## src/rtl/hgs_pkg.sv

```systemverilog
package hgs_pkg;

    localparam int NUM_PH = 3;
    localparam int HALL_W = 3;

    typedef enum logic [1:0] {
        PH_A    = 2'd0,
        PH_B    = 2'd1,
        PH_C    = 2'd2,
        PH_NONE = 2'd3
    } phase_e;

    typedef enum logic [1:0] {
        CHOP_FAST_OPEN = 2'b00,
        CHOP_FAST_SR   = 2'b01,
        CHOP_SLOW_OPEN = 2'b10,
        CHOP_SLOW_SR   = 2'b11
    } chop_e;

    typedef struct packed {
        phase_e src;
        phase_e snk;
        logic   valid;
    } step_t;

    typedef struct packed {
        logic [NUM_PH-1:0] hi;
        logic [NUM_PH-1:0] lo;
    } gates_t;

    function automatic logic [NUM_PH-1:0] ph_mask(phase_e p);
        logic [NUM_PH-1:0] m;
        m = '0;
        if (p != PH_NONE) m[int'(p)] = 1'b1;
        return m;
    endfunction

    // forward pairing; reverse exchanges source and sink
    function automatic step_t step_lookup(logic [HALL_W-1:0] code, logic fwd);
        step_t s;
        s.valid = 1'b1;
        case (code)
            3'b101:  begin s.src = PH_A; s.snk = PH_C; end
            3'b100:  begin s.src = PH_B; s.snk = PH_C; end
            3'b110:  begin s.src = PH_B; s.snk = PH_A; end
            3'b010:  begin s.src = PH_C; s.snk = PH_A; end
            3'b011:  begin s.src = PH_C; s.snk = PH_B; end
            3'b001:  begin s.src = PH_A; s.snk = PH_B; end
            default: begin s.src = PH_NONE; s.snk = PH_NONE; s.valid = 1'b0; end
        endcase
        if (!fwd) begin
            phase_e t;
            t     = s.src;
            s.src = s.snk;
            s.snk = t;
        end
        return s;
    endfunction

endpackage

```

## src/rtl/hgs_hall_sync.sv

```systemverilog
module hgs_hall_sync #(
    parameter int W      = 3,
    parameter int STAGES = 2
) (
    input  logic         clk,
    input  logic         rst,
    input  logic [W-1:0] din,
    output logic [W-1:0] code,
    output logic         change
);
    localparam int LAST = STAGES - 1;

    logic [W-1:0] stg [STAGES];
    logic [W-1:0] prev_q;

    always_ff @(posedge clk) begin
        if (rst) begin
            for (int i = 0; i < STAGES; i++) stg[i] <= '0;
            prev_q <= '0;
        end else begin
            stg[0] <= din;
            for (int i = 1; i < STAGES; i++) stg[i] <= stg[i-1];
            prev_q <= stg[LAST];
        end
    end

    assign code   = stg[LAST];
    assign change = (stg[LAST] != prev_q);


    edge_after_move_chk: assert property (@(posedge clk) disable iff (rst)
        change |=> (prev_q == $past(code)));

endmodule

```

## src/rtl/hgs_step_decode.sv

```systemverilog
module hgs_step_decode
    import hgs_pkg::*;
(
    input  logic [HALL_W-1:0] code,
    input  logic              fwd,
    output step_t             step
);
    always_comb begin
        step = step_lookup(code, fwd);
    end
endmodule

```

## src/rtl/hgs_gate_mux.sv

```systemverilog
module hgs_gate_mux
    import hgs_pkg::*;
(
    input  logic   clk,
    input  logic   rst,
    input  step_t  step,
    input  logic   decay_slow,
    input  logic   sync_rect,
    input  logic   brake_n,
    input  logic   drv_off,
    input  logic   pwm_on,
    input  logic   coast_req,
    output gates_t g_q,
    output logic   bad_q
);
    gates_t            g_n;
    logic              bad_n;
    logic [NUM_PH-1:0] src_m;
    logic [NUM_PH-1:0] snk_m;
    chop_e             chop;

    always_comb begin
        src_m = ph_mask(step.src);
        snk_m = ph_mask(step.snk);
        chop  = chop_e'({decay_slow, sync_rect});
        g_n   = '0;
        bad_n = !step.valid;
        if (drv_off) begin
            bad_n = 1'b0;
        end else if (coast_req || !step.valid) begin
            g_n = '0;
        end else if (!brake_n) begin
            g_n.lo = '1;
        end else if (pwm_on) begin
            g_n.hi = src_m;
            g_n.lo = snk_m;
        end else begin
            case (chop)
                CHOP_SLOW_OPEN: g_n.lo = snk_m;
                CHOP_FAST_SR:   begin g_n.hi = snk_m; g_n.lo = src_m; end
                CHOP_SLOW_SR:   g_n.lo = src_m | snk_m;
                default:        g_n = '0;
            endcase
        end
    end

    always_ff @(posedge clk) begin
        if (rst) begin
            g_q   <= '0;
            bad_q <= 1'b0;
        end else begin
            g_q   <= g_n;
            bad_q <= bad_n;
        end
    end


    no_shoot_chk: assert property (@(posedge clk) disable iff (rst)
        (g_q.hi & g_q.lo) == '0);


    single_high_chk: assert property (@(posedge clk) disable iff (rst)
        $onehot0(g_q.hi));


    disable_off_chk: assert property (@(posedge clk) disable iff (rst)
        drv_off |=> (g_q == '0 && !bad_q));


    coast_off_chk: assert property (@(posedge clk) disable iff (rst)
        coast_req |=> (g_q == '0));


    brake_lows_chk: assert property (@(posedge clk) disable iff (rst)
        (!brake_n && !coast_req && !drv_off && step.valid) |=>
            (g_q.lo == '1 && g_q.hi == '0));


    bad_code_chk: assert property (@(posedge clk) disable iff (rst)
        (!step.valid && !drv_off) |=> (bad_q && g_q == '0));

endmodule

```

## src/rtl/hall_gate_sel.sv

```systemverilog
module hall_gate_sel
    import hgs_pkg::*;
#(
    parameter int SYNC_STAGES = 2
) (
    input  logic              clk,
    input  logic              rst,
    input  logic [HALL_W-1:0] hall_in,
    input  logic              dir_fwd,
    input  logic              decay_slow,
    input  logic              sync_rect,
    input  logic              brake_n,
    input  logic              drv_off,
    input  logic              pwm_on,
    input  logic              coast_req,
    output logic [NUM_PH-1:0] gate_hi,
    output logic [NUM_PH-1:0] gate_lo,
    output logic              hall_bad,
    output logic              hall_edge
);
    logic [HALL_W-1:0] code_s;
    step_t             step;
    gates_t            g_q;

    hgs_hall_sync #(.W(HALL_W), .STAGES(SYNC_STAGES)) sync_i (
        .clk    (clk),
        .rst    (rst),
        .din    (hall_in),
        .code   (code_s),
        .change (hall_edge)
    );

    hgs_step_decode dec_i (
        .code (code_s),
        .fwd  (dir_fwd),
        .step (step)
    );

    hgs_gate_mux mux_i (
        .clk        (clk),
        .rst        (rst),
        .step       (step),
        .decay_slow (decay_slow),
        .sync_rect  (sync_rect),
        .brake_n    (brake_n),
        .drv_off    (drv_off),
        .pwm_on     (pwm_on),
        .coast_req  (coast_req),
        .g_q        (g_q),
        .bad_q      (hall_bad)
    );

    assign gate_hi = g_q.hi;
    assign gate_lo = g_q.lo;

endmodule

```

## config.mk

```make
export PLATFORM = sky130hd
export DESIGN_NAME = hall_gate_sel
export DESIGN_NICKNAME = d
export VERILOG_FILES = /design/src/rtl/hgs_pkg.sv /design/src/rtl/hgs_hall_sync.sv /design/src/rtl/hgs_step_decode.sv /design/src/rtl/hgs_gate_mux.sv /design/src/rtl/hall_gate_sel.sv
export SDC_FILE = /design/constraint.sdc
export NUM_CORES = 1
export LEC_CHECK = 0
export ABC_AREA = 1
export BUFFER_PORTS_ARGS = -buffer_cell sky130_fd_sc_hd__buf_2
export CAP_MARGIN = 20
export CORE_MARGIN = 1
export CORE_UTILIZATION = 50
export DETAILED_ROUTE_END_ITERATION = 12
export PLACE_DENSITY = 0.87
export SYNTH_ARGS = -nofsm -noshare
export SYNTH_HDL_FRONTEND = slang
export SYNTH_SLANG_ARGS = --single-unit
```

## constraint.sdc

```tcl
create_clock -name clk -period 1.5 [get_ports clk]
set_clock_uncertainty 0.05 [all_clocks]
set_input_delay 0.15 -clock clk [delete_from_list [all_inputs] [get_ports clk]]
set_output_delay 0.15 -clock clk [all_outputs]
set_load 0.01 [all_outputs]
```

* Yosys cells after proc, flatten, opt, wreduce, memory -nomap -nowiden
Memories as Yosys holds them, arrays and structs flattened.
Index checks and enable logic that the tools add are counted.
Widths: inputs -> output; s select.
** Cells by class
- Order comparisons :: 4
- Equality and inequality tests :: 12
- Muxes and demuxes :: 18
- Bitwise operators :: 4
- Reduce and logical (&&, ||, !) cells :: 8
** Operator list (count)
- $pmux 4 s6 :: 1
- $mux 3 :: 6
- $eq 3x3->1 const B :: 3
- $pmux 3 s3 :: 1
- $eq 3x2->1 const B :: 2
- $lt 2x3->1 const B :: 2
- $mux 1 :: 6
- $mux 6 :: 1
- $reduce_or 6->1 :: 1
- $demux 1 s2 :: 2
- $eq 2x2->1 const B :: 2
- $ge 2x1->1 const B :: 2
- $mux 4 :: 1
- $ne 2x2->1 const B :: 2
- $reduce_or 4->1 :: 1
- $eq 3x1->1 const B :: 1
- $ne 3x3->1 :: 1
- $or 3x3->3 :: 1
- $reduce_or 3->1 :: 1
- $eq 2x1->1 const B :: 1
- $logic_and 1x1->1 :: 2
- $or 1x1->1 :: 2
- $reduce_or 2->1 :: 1
- $logic_not 1->1 :: 1
- other kinds (2) :: 2
** Storage, ports and cells
- Flip-flop bits (word level) :: 10
- Memory bits (writable) :: 6
- Input port bits :: 12
- Output and inout bits :: 8
- Memories kept :: 1
** Memory list
- sync_i.stg :: depth 2, bits a word 3, read ports 2, clocked after memory_dff 0, wr ports 2, line hgs_hall_sync.sv:13 : logic [W-1:0] stg [STAGES];

* Logic depth before layout (Yosys ltp)
Gate-level depths: netlist of the first run.
- Depth after elaboration :: 12
- Depth in mapped cells :: 9
- Mapped depth without buffers :: 9

* Modules after synthesis
Synthesis of the first run repeated with hierarchy kept, for this count alone.
** Second synthesis, totals
- Cell total of the unflattened synthesis :: 119
- Area, all modules :: 784.5 um^2
** By module, submodules not included
- hgs_gate_mux :: instances 1, cells an instance 55, area each 354.1 um^2
- hgs_hall_sync :: instances 1, cells an instance 41, area each 325.3 um^2
- hgs_step_decode :: instances 1, cells an instance 23, area each 105.1 um^2

* Worst setup path before layout of the first run
OpenSTA, ideal clock, no wires.
- Path type :: flip-flop to flip-flop
- From :: mem sync_i.stg[1][0] (netlist: sync_i.stg[0][3])
- To :: reg, netlist name mux_i.g_q[2]
- Data arrival time :: 0.974 ns
- Required time :: 1.341 ns
- Path slack :: 0.367 ns
- Cell stages (with the launch flop) :: 8
- Buffers on the path :: 0
- Period minus slack after synthesis :: 1.133 ns
- Cell sequence :: dfxtp_1 -> nand2_1 -> nand3_1 -> nand2_1 -> nand3_1 -> nand3_1 -> nand2_1 -> inv_1
** RTL lines (line)
- from (decl) :: hgs_hall_sync.sv:13

==> results of run 1 <==
report_power, final:
group	leakage (nW)	internal (W)	switching (W)	total, W
sequential	0.131	0.000437	0.00000841	0.000446
clock	0.0210	0.000148	0.000138	0.000285
combinational	0.342	0.0000520	0.0000857	0.000138
worst max-delay path by stage:
stage                                          to  slack, ns                         from
final                     mux_i.g_q[2]$_SDFF_PP0_       0.15  sync_i.stg[0][3]$_SDFF_PP0_
after CTS                 mux_i.g_q[2]$_SDFF_PP0_       0.17  sync_i.stg[0][3]$_SDFF_PP0_
after detailed placement  mux_i.g_q[0]$_SDFF_PP0_       0.20  sync_i.stg[0][3]$_SDFF_PP0_
after floorplan           mux_i.g_q[2]$_SDFF_PP0_       0.37  sync_i.stg[0][3]$_SDFF_PP0_
after global placement    mux_i.g_q[0]$_SDFF_PP0_       0.22  sync_i.stg[0][3]$_SDFF_PP0_
after global routing      mux_i.g_q[2]$_SDFF_PP0_       0.03  sync_i.stg[0][3]$_SDFF_PP0_
layout make-up:
class                      count  area (um^2)  share of cell area (%)
inverter                      15         56.3                    5.93
clock buffer                   4         36.3                    3.82
tap                           15         18.8                    1.98
timing repair buffer          21          115                    12.1
sequential                    16          320                    33.7
multi-input combinational     80          403                    42.4
placed cells by master, fill, tap and decap left out, types with 3 or more instances in the layout:
cell type  instances
xnor2_1            3
dfxtp_1           16
nand3_1           29
nand2_2            4
buf_2             19
nor2_1            11
clkbuf_4           3
a21oi_2            3
inv_1             13
nand2_1           25
registers in the layout, indices dropped and copies added, names as in the netlist:
name and cells:
mux_i.g_q 6, sync_i.stg 6, sync_i.prev_q 3, mux_i.bad_q 1
stage by stage:
stage / setup WS (ns) / hold slack (ns) / std cells / util, %
2_1_floorplan: 0.367 / 0.177 / 113 / -
3_3_place_gp: 0.219 / 0.277 / 145 / 64.6
3_5_place_dp: 0.200 / 0.293 / 145 / 64.6
4_1_cts: 0.167 / 0.00856 / 150 / 68.0
5_1_grt: 0.0262 / 0.00681 / 151 / 68.7
6_report: 0.145 / 0.0144 / 151 / 68.7
cell families (layout without fill, tap and decap cells):
group | Yosys count | count (layout) | synth area share (%)
AO/OA/AOI/OAI | 3 | 3 | 3.33
buffers and inverters | 17 | 40 | 8.25
AND/OR/NAND/NOR | 74 | 74 | 44.4
XOR/XNOR | 3 | 3 | 3.33
flip-flops | 16 | 16 | 40.6
layer usage:
layer	global-route usage [%]	vias up
met5	0	-
met4	9.03	0
met3	3.04	6
met2	32.2	41
met1	25.3	346
li1	-	405
worst max-delay path: cells and delay by family (launching register included):
family        cells  cell delay [ns]
buf+inv           1             0.03
flops             1             0.46
simple gates      6             0.72
==> metrics.txt, run 1 <==
crit path kind=flop to flop; CTS buffer count=3; number of synthesized flops with an enable pin=0; # Post-CTS Setup Buffers=0; Synth area leader=dfxtp_1; WL/cell=about 11 um; CTS resizes=0; total grt overflow=0; f_max=738 MHz; latest clock arrival within the worst-skew pair=0.28 ns; Tot Pwr=around 0.00087 W; worst path required time=1.64 ns; number of synthesized register bits=16; Core ar.=roughly 0.0014 mm^2; number of global-route vias before repair=701; synthesis warning total=0; CTS sink cnt=16; share of cells above drive strength 1=26.5%; Post-synth top cells=29 x nand3_1, 25 x nand2_1, 16 x dfxtp_1, 13 x inv_1, 11 x nor2_1; Detail Route met2 WL=just under 800 um; DR DRC count=0; die width=around 42 um; min Tclk post-route=roughly 1.4 ns; CTS tree=done; max incr delay on CP=0.46 ns; Area contributors post-synth=dfxtp_1 41%, nand3_1 18%, nand2_1 12%; # H-tree levels=1; antenna diode count=0; cell depth of the worst hold path=3; status=finished clean; detailed-route via count=798; Final Slew Violations=0; CP max FO=6; synthesized cell area=788 um^2; critical-path cell list=nand2_1, nand3_1, nand2_1, nand3_1, nand3_1, nand2_1, inv_1; Cell Rows=13; Syn-to-layout area delta=20.5%; antenna viol nets, final=0; setup tns final=0 ns; most frequent cell after synthesis=nand3_1; Clk Tree Root Cell=clkbuf_4; Distinct cells, synth=15; Worst Setup End Kind=flop; Ports=20; initial DRC count=36; DR pass1 iterations=4; Slew Limit Headroom=84.1%; post-synth top area share=between 40 and 50%; final hold vios=0; initial core utilization=57.0%; final WL=1700 um; critical path startpoint category=flop; R2R setup slack=between 0.1 and 0.15 ns; M1 WL=772 um; ys flop type=dfxtp_1; pin count of the biggest net entering global routing=12; hpwl dp=1230 um; Die ar.=0.00174 mm^2; Max stage delay cell, worst path=dfxtp_1; reg2reg start=sync_i.stg[0][3]$_SDFF_PP0_; pin slew with the least headroom to its limit=0.238 ns; Die Height=about 42 um; vias per cell=5.28; VDD IR-drop max=656 uV; hold buffer count at cts=1; met3 WL=roughly 120 um; Final setup viols=0; FFs w/ async S/R, synth=0%; Mapped Avg Cell Area=6.98 um^2; first-pass GRT wire length=2730 um; Hold Crit Class=primary input to flop; Leak=about 0.49 nW; clk buf depth=2; pwr dens=915 mW/mm^2; Final #Nets=149; syn nets=~130; post-synthesis sequential area ratio=40.6%; RR Endpoint=mux_i.g_q[2]$_SDFF_PP0_; max cap viols=0; CP arrival=~1.5 ns; Final Cell Area=around 950 um^2; Max Used Layer=met4; Tot GR Track Use=19.7%; period utilization=90.3%; initial antenna violation count=0; placed cell area=893 um^2; Layout fillers=approximately 110; setup repair after global routing missed its margin=no; number of buffer cells added on primary ports=19; Reg2Reg Depth=7; hold endpoint=sync_i.stg[0][0]$_SDFF_PP0_; worst hold start=hall_in[0]; Routability Congestion=0.854; Mapped Cells=113; CTS clk-pin slew, worst paths=0.10 ns
(Power assumes the default switching activity.)
==> run 2, diff against run 1 <==
- BUFFER_PORTS_ARGS: -buffer_cell sky130_fd_sc_hd__buf_2 -> -buffer_cell sky130_fd_sc_hd__buf_4
- CORE_UTILIZATION: 50 -> 54
- PLACE_DENSITY: 0.87 -> 0.92
- SLEW_MARGIN: not set -> 20
- clock period: 1.5 -> 1.6 ns (I/O delays scaled with it)
==> metrics.txt, run 2 (synthesis gave the netlist of run 1 again) <==
status=finished clean; Final #Nets=~150; min Tclk post-route=around 1.3 ns; VDD IR-drop max=562 uV; Seq. cell area=320 um^2; Final setup viols=0; commonest non-fill, non-tap cell in the layout=nand3_1; pwr dens=777 mW/mm^2; Die ar.=0.00162 mm^2; Hold Crit Class=primary input to flop; Worst Setup End Kind=flop; crit path kind=flop to flop; pin count of the biggest net entering global routing=12; CTS tree=done; total grt overflow=0; hpwl dp=1260 um; final hold vios=0; most frequent cells in the layout=29 x nand3_1, 25 x nand2_1, 19 x buf_4; fin cells=149; die width=40.2 um; reg2reg start=sync_i.stg[0][3]$_SDFF_PP0_; Cell Rows=13; Final Slew Violations=0; CP Launch Point=sync_i.stg[0][3]$_SDFF_PP0_; initial core utilization=59.1%; CP max FO=6; Die Height=40.2 um; pin slew with the least headroom to its limit=0.241 ns; share of cells above drive strength 1=26.1%; CTS sink cnt=16; initial DRC count=46; Top Registers=mux_i.g_q (6), sync_i.stg (6), sync_i.prev_q (3); latest clock arrival within the worst-skew pair=0.28 ns; final setup margin=~0.26 ns; initial antenna violation count=0; Syn-to-layout area delta=23.5%; antenna diode count=0; # Post-CTS Setup Buffers=0; RR Endpoint=mux_i.g_q[1]$_SDFF_PP0_; detailed-route via count=818; Tot GR Track Use=23.8%; critical path startpoint category=flop; Clk Tree Root Cell=clkbuf_4; Min Hold Slack=around 0.029 ns; CTS clk-pin slew, worst paths=approximately 0.090 ns; clk buf depth=2; CTS resizes=0; max cap viols=0; number of buffer cells added on primary ports=19; CP arrival=roughly 1.5 ns; DR DRC count=0; vias per cell=5.49; setup repair after global routing missed its margin=no; Cells after DPL=145; R2R setup slack=roughly 0.26 ns; CTS buffer count=3; first-pass GRT wire length=2530 um; pre-CTS setup slack=0.289 ns; period utilization=a little over four fifths; DR pass1 iterations=4; Layout fillers=107; # H-tree levels=1; WL/cell=11.0 um; Slew Limit Headroom=83.9%; number of global-route vias before repair=607; Core ar.=0.00133 mm^2; multi-input logic area=403 um^2; final WL=around 1600 um; worst path required time=1.74 ns; worst setup path endpoint=mux_i.g_q[1]$_SDFF_PP0_; Ports=20; Reg2Reg Depth=7; setup tns final=0 ns; Routability Congestion=0.969; antenna viol nets, final=0; Leak=0.492 nW; f_max=747 MHz
==> run 2: through the flow <==
step / total power, W / utilization [%] / cell area [um^2]
final: 0.000757 / 73.0 / 973
after CTS: 0.000764 / 73.0 / 973
after floorplan: 0.000510 / - / 788
after global placement: 0.000555 / 70.5 / 941
after global routing: 0.000800 / 73.0 / 973
after detailed placement: 0.000559 / 70.5 / 941
==> run 2: power by group <==
group          switching, W  internal (W)  total, W  leakage [nW]
Clock              0.000116     0.0000873  0.000203        0.0138
Sequential       0.00000791      0.000410  0.000418         0.131
Combinational     0.0000776     0.0000581  0.000136         0.347
==> run 2: critical path, cell delays in order, from the launching register on <==
cell	delay, ns
dfxtp_1	0.46
nand2_1	0.20
nand3_1	0.13
nand2_1	0.12
nand3_1	0.11
nand3_1	0.09
nand2_1	0.07
inv_1	0.03
==> run 2: how the worst min path moves through the flow <==
stage,startpoint,endpoint,slack (ns),cells after the start
2_1_floorplan,drv_off,mux_i.bad_q$_SDFF_PP0_,0.19,1
3_3_place_gp,drv_off,mux_i.bad_q$_SDFF_PP0_,0.29,2
3_5_place_dp,drv_off,mux_i.bad_q$_SDFF_PP0_,0.29,2
4_1_cts,hall_in[2],sync_i.stg[0][2]$_SDFF_PP0_,0.03,3
5_1_grt,hall_in[2],sync_i.stg[0][2]$_SDFF_PP0_,0.03,3
6_report,hall_in[2],sync_i.stg[0][2]$_SDFF_PP0_,0.03,3
==> run 2: per-layer routing <==
metal | share of wire (%) | track usage, % | routed length, um
met1 | 41 | 32.6 | 678
met2 | 47 | 35.9 | 774
met3 | 11 | 6.67 | 185
met4 | 0 | 7.50 | 0
met5 | 0 | 0 | 0
==> run 2: area by class of cell <==
type                    count  area share, %
flip-flops and latches     16           32.9
inverters                  15           5.78
well taps                  15           1.93
clock buffers               3           2.31
repair buffers             20           15.7
multi-input cells          80           41.4
==> run 2: what timing repair did <==
action / CTS / global route
setup endpoints to repair: 0 / 0
hold endpoints to repair: 1 / 0
hold buffers: 1 / 0
==> run 3, diff against run 2 <==
- ABC_AREA: 1 -> 0
- CORE_UTILIZATION: 54 -> 44
- PLACE_DENSITY: 0.92 -> 0.82
- clock period: 1.6 -> 1.1 ns (I/O delays scaled with it)
==> metrics.txt, run 3 <==
Final setup viols=8; number of synthesized register bits=16; GR peak layer=met2; Routability Congestion=0.885; placed cell area=923 um^2; initial core utilization=approximately half; status=finished, violations left; clk buf depth=2; commonest non-fill, non-tap cell in the layout=buf_4; Core ar.=between 0.0015 and 0.002 mm^2; worst path required time=1.24 ns; Area contributors post-synth=dfxtp_1 43%, nor2b_1 10%, xnor2_1 3.5%; pwr dens=1060 mW/mm^2; RR Endpoint=mux_i.g_q[5]$_SDFF_PP0_; vias per cell=5.94; Mapped Cells=79; latest clock arrival within the worst-skew pair=0.29 ns; DR pass1 iterations=4; f_max=783 MHz; max incr delay on CP=0.40 ns; hpwl dp=1240 um; Tot Pwr=0.00113 W; CTS clk-pin slew, worst paths=0.09 ns; final WL=1900 um; CTS buffer count=3; syn nets=91; CTS tree=done; most frequent cells in the layout=23 x buf_4, 13 x dfxtp_1, 11 x nor2b_1; Leak=0.428 nW; setup repair after global routing missed its margin=yes; Die ar.=roughly 0.0019 mm^2; met2 Use GR=41.8%; ys flop type=dfxtp_1; total grt overflow=0; fin cells=approximately 130; Synth area leader=dfxtp_1; Final Slew Violations=0; number of buffer cells added on primary ports=19; most frequent cell after synthesis=dfxtp_1; Ports=20; critical path startpoint category=flop; post-synth top area share=a little over two fifths; first-pass GRT wire length=3120 um; Final #Nets=123; max cap viols=0; Max stage delay cell, worst path=or3_4; Top Registers=mux_i.g_q (6), sync_i.stg (6), sync_i.prev_q (3); reg2reg start=sync_i.stg[0][4]$_SDFF_PP0_; Distinct cells, synth=30; Hold Crit Class=primary input to flop; die width=~43 um; detailed-route via count=around 740; Cell Rows=14; R2R setup slack=-0.18 ns; Syn-to-layout area delta=43.2%; initial DRC count=21; Clk Tree Root Cell=clkbuf_4; number of global-route vias before repair=683; synthesized cell area=741 um^2; antenna diode count=0; CP max FO=5; worst setup path endpoint=mux_i.g_q[5]$_SDFF_PP0_; Die Height=43.0 um; CP arrival=1.41 ns; number of synthesized flops with an enable pin=0; Cells after DPL=115; Mapped Avg Cell Area=between 9 and 10 um^2; Tot GR Track Use=22.8%; Worst Setup End Kind=flop; min Tclk post-route=1.28 ns; Post-synth top cells=16 x dfxtp_1, 12 x nor2b_1, 5 x a21oi_1, 5 x nand3_1, 4 x o21ai_0; pin count of the biggest net entering global routing=11; CTS sink cnt=16; # H-tree levels=1; DR DRC count=0; initial antenna violation count=0; setup tns final=-1.07 ns; Reg2Reg Depth=4; VDD IR-drop max=798 uV; antenna viol nets, final=0; final setup margin=-0.177 ns; period utilization=116%; failing checks=negative setup slack; routing usage on met1=25.3%; critical-path cell list=buf_6, or3_4, nand4_1, a21oi_1; WL/cell=around 15 um; Final Cell Area=0.00106 mm^2; final hold vios=0; grt met3 use=5.53%; post-synthesis sequential area ratio=43.2%; pin slew with the least headroom to its limit=0.356 ns; crit path kind=flop to flop; CP Launch Point=sync_i.stg[0][4]$_SDFF_PP0_; FFs w/ async S/R, synth=0%; share of cells above drive strength 1=40.4%; synthesis warning total=0; Slew Limit Headroom=between 70% and 80%
-- run 3: cell count changes after synthesis, moves of 4 or more --
cell / before / now
a21oi_1: 0 / 5
inv_1: 13 / 2
nand2_1: 25 / 1
nand2_2: 4 / 0
nand3_1: 29 / 5
nor2_1: 11 / 3
nor2b_1: 0 / 12
o21ai_0: 0 / 4
-- run 3: metal layers --
layer,up-vias,routed length [um]
li1,345,-
met1,333,754
met2,52,956
met3,12,145
met4,0,44
met5,-,0
-- run 3: through the flow --
step	hold WS [ns]	setup WS, ns	utilization (%)
final	0.0941	-0.177	68.8
after CTS	0.0815	-0.147	67.9
after global routing	0.105	-0.217	68.8
after detailed placement	0.241	-0.0589	59.9
after floorplan	0.133	-0.0253	-
after global placement	0.242	-0.0165	59.9
-- run 3: timing repair --
item	in CTS	in global routing
setup buffers	2	0
endpoints found under the hold margin	5	0
resized for setup	11	4
pin swaps	5	3
hold buffers	5	0
gates cloned	0	0
setup endpoints to repair	8	8
-- run 3: where the power goes --
part	leakage, nW	total (W)	switching [W]	internal [W]
clock network	0.0138	0.000317	0.000189	0.000128
logic	0.282	0.000208	0.0000923	0.000115
registers	0.133	0.000605	0.0000107	0.000594
-- run 3: worst min path at each step --
stage / startpoint / to / slack, ns / depth (start not counted)
6_report: coast_req / mux_i.g_q[0]$_SDFF_PP0_ / 0.09 / 4
5_1_grt: coast_req / mux_i.g_q[0]$_SDFF_PP0_ / 0.10 / 4
4_1_cts: coast_req / mux_i.g_q[0]$_SDFF_PP0_ / 0.08 / 4
3_5_place_dp: drv_off / mux_i.bad_q$_SDFF_PP0_ / 0.24 / 2
3_3_place_gp: drv_off / mux_i.bad_q$_SDFF_PP0_ / 0.24 / 2
2_1_floorplan: drv_off / mux_i.bad_q$_SDFF_PP0_ / 0.13 / 1
-- run 3: cell families after synthesis --
family	synth area share [%]
flip-flops	43.2
buffers and inverters	5.07
AND/OR/NAND/NOR	29.4
AO/OA/AOI/OAI	18.7
XOR/XNOR	3.55
-- run 3: critical path: cells and delay by family, from the launching register on --
family	cells	cell delay [ns]
AO/OA/AOI/OAI	1	0.06
buffers and inverters	1	0.12
flip-flops	1	0.36
AND/OR/NAND/NOR	2	0.59
-- run 3: cell type report --
| cell class | count | area [um^2] |
|---|---|---|
| Sequential cell | 16 | 329 |
| Timing Repair Buffer | 32 | 268 |
| Fill cell | 116 | 480 |
| Multi-Input combinational cell | 56 | 414 |
| Tap cell | 16 | 20.0 |
| Inverter | 2 | 7.51 |
| Clock buffer | 3 | 22.5 |
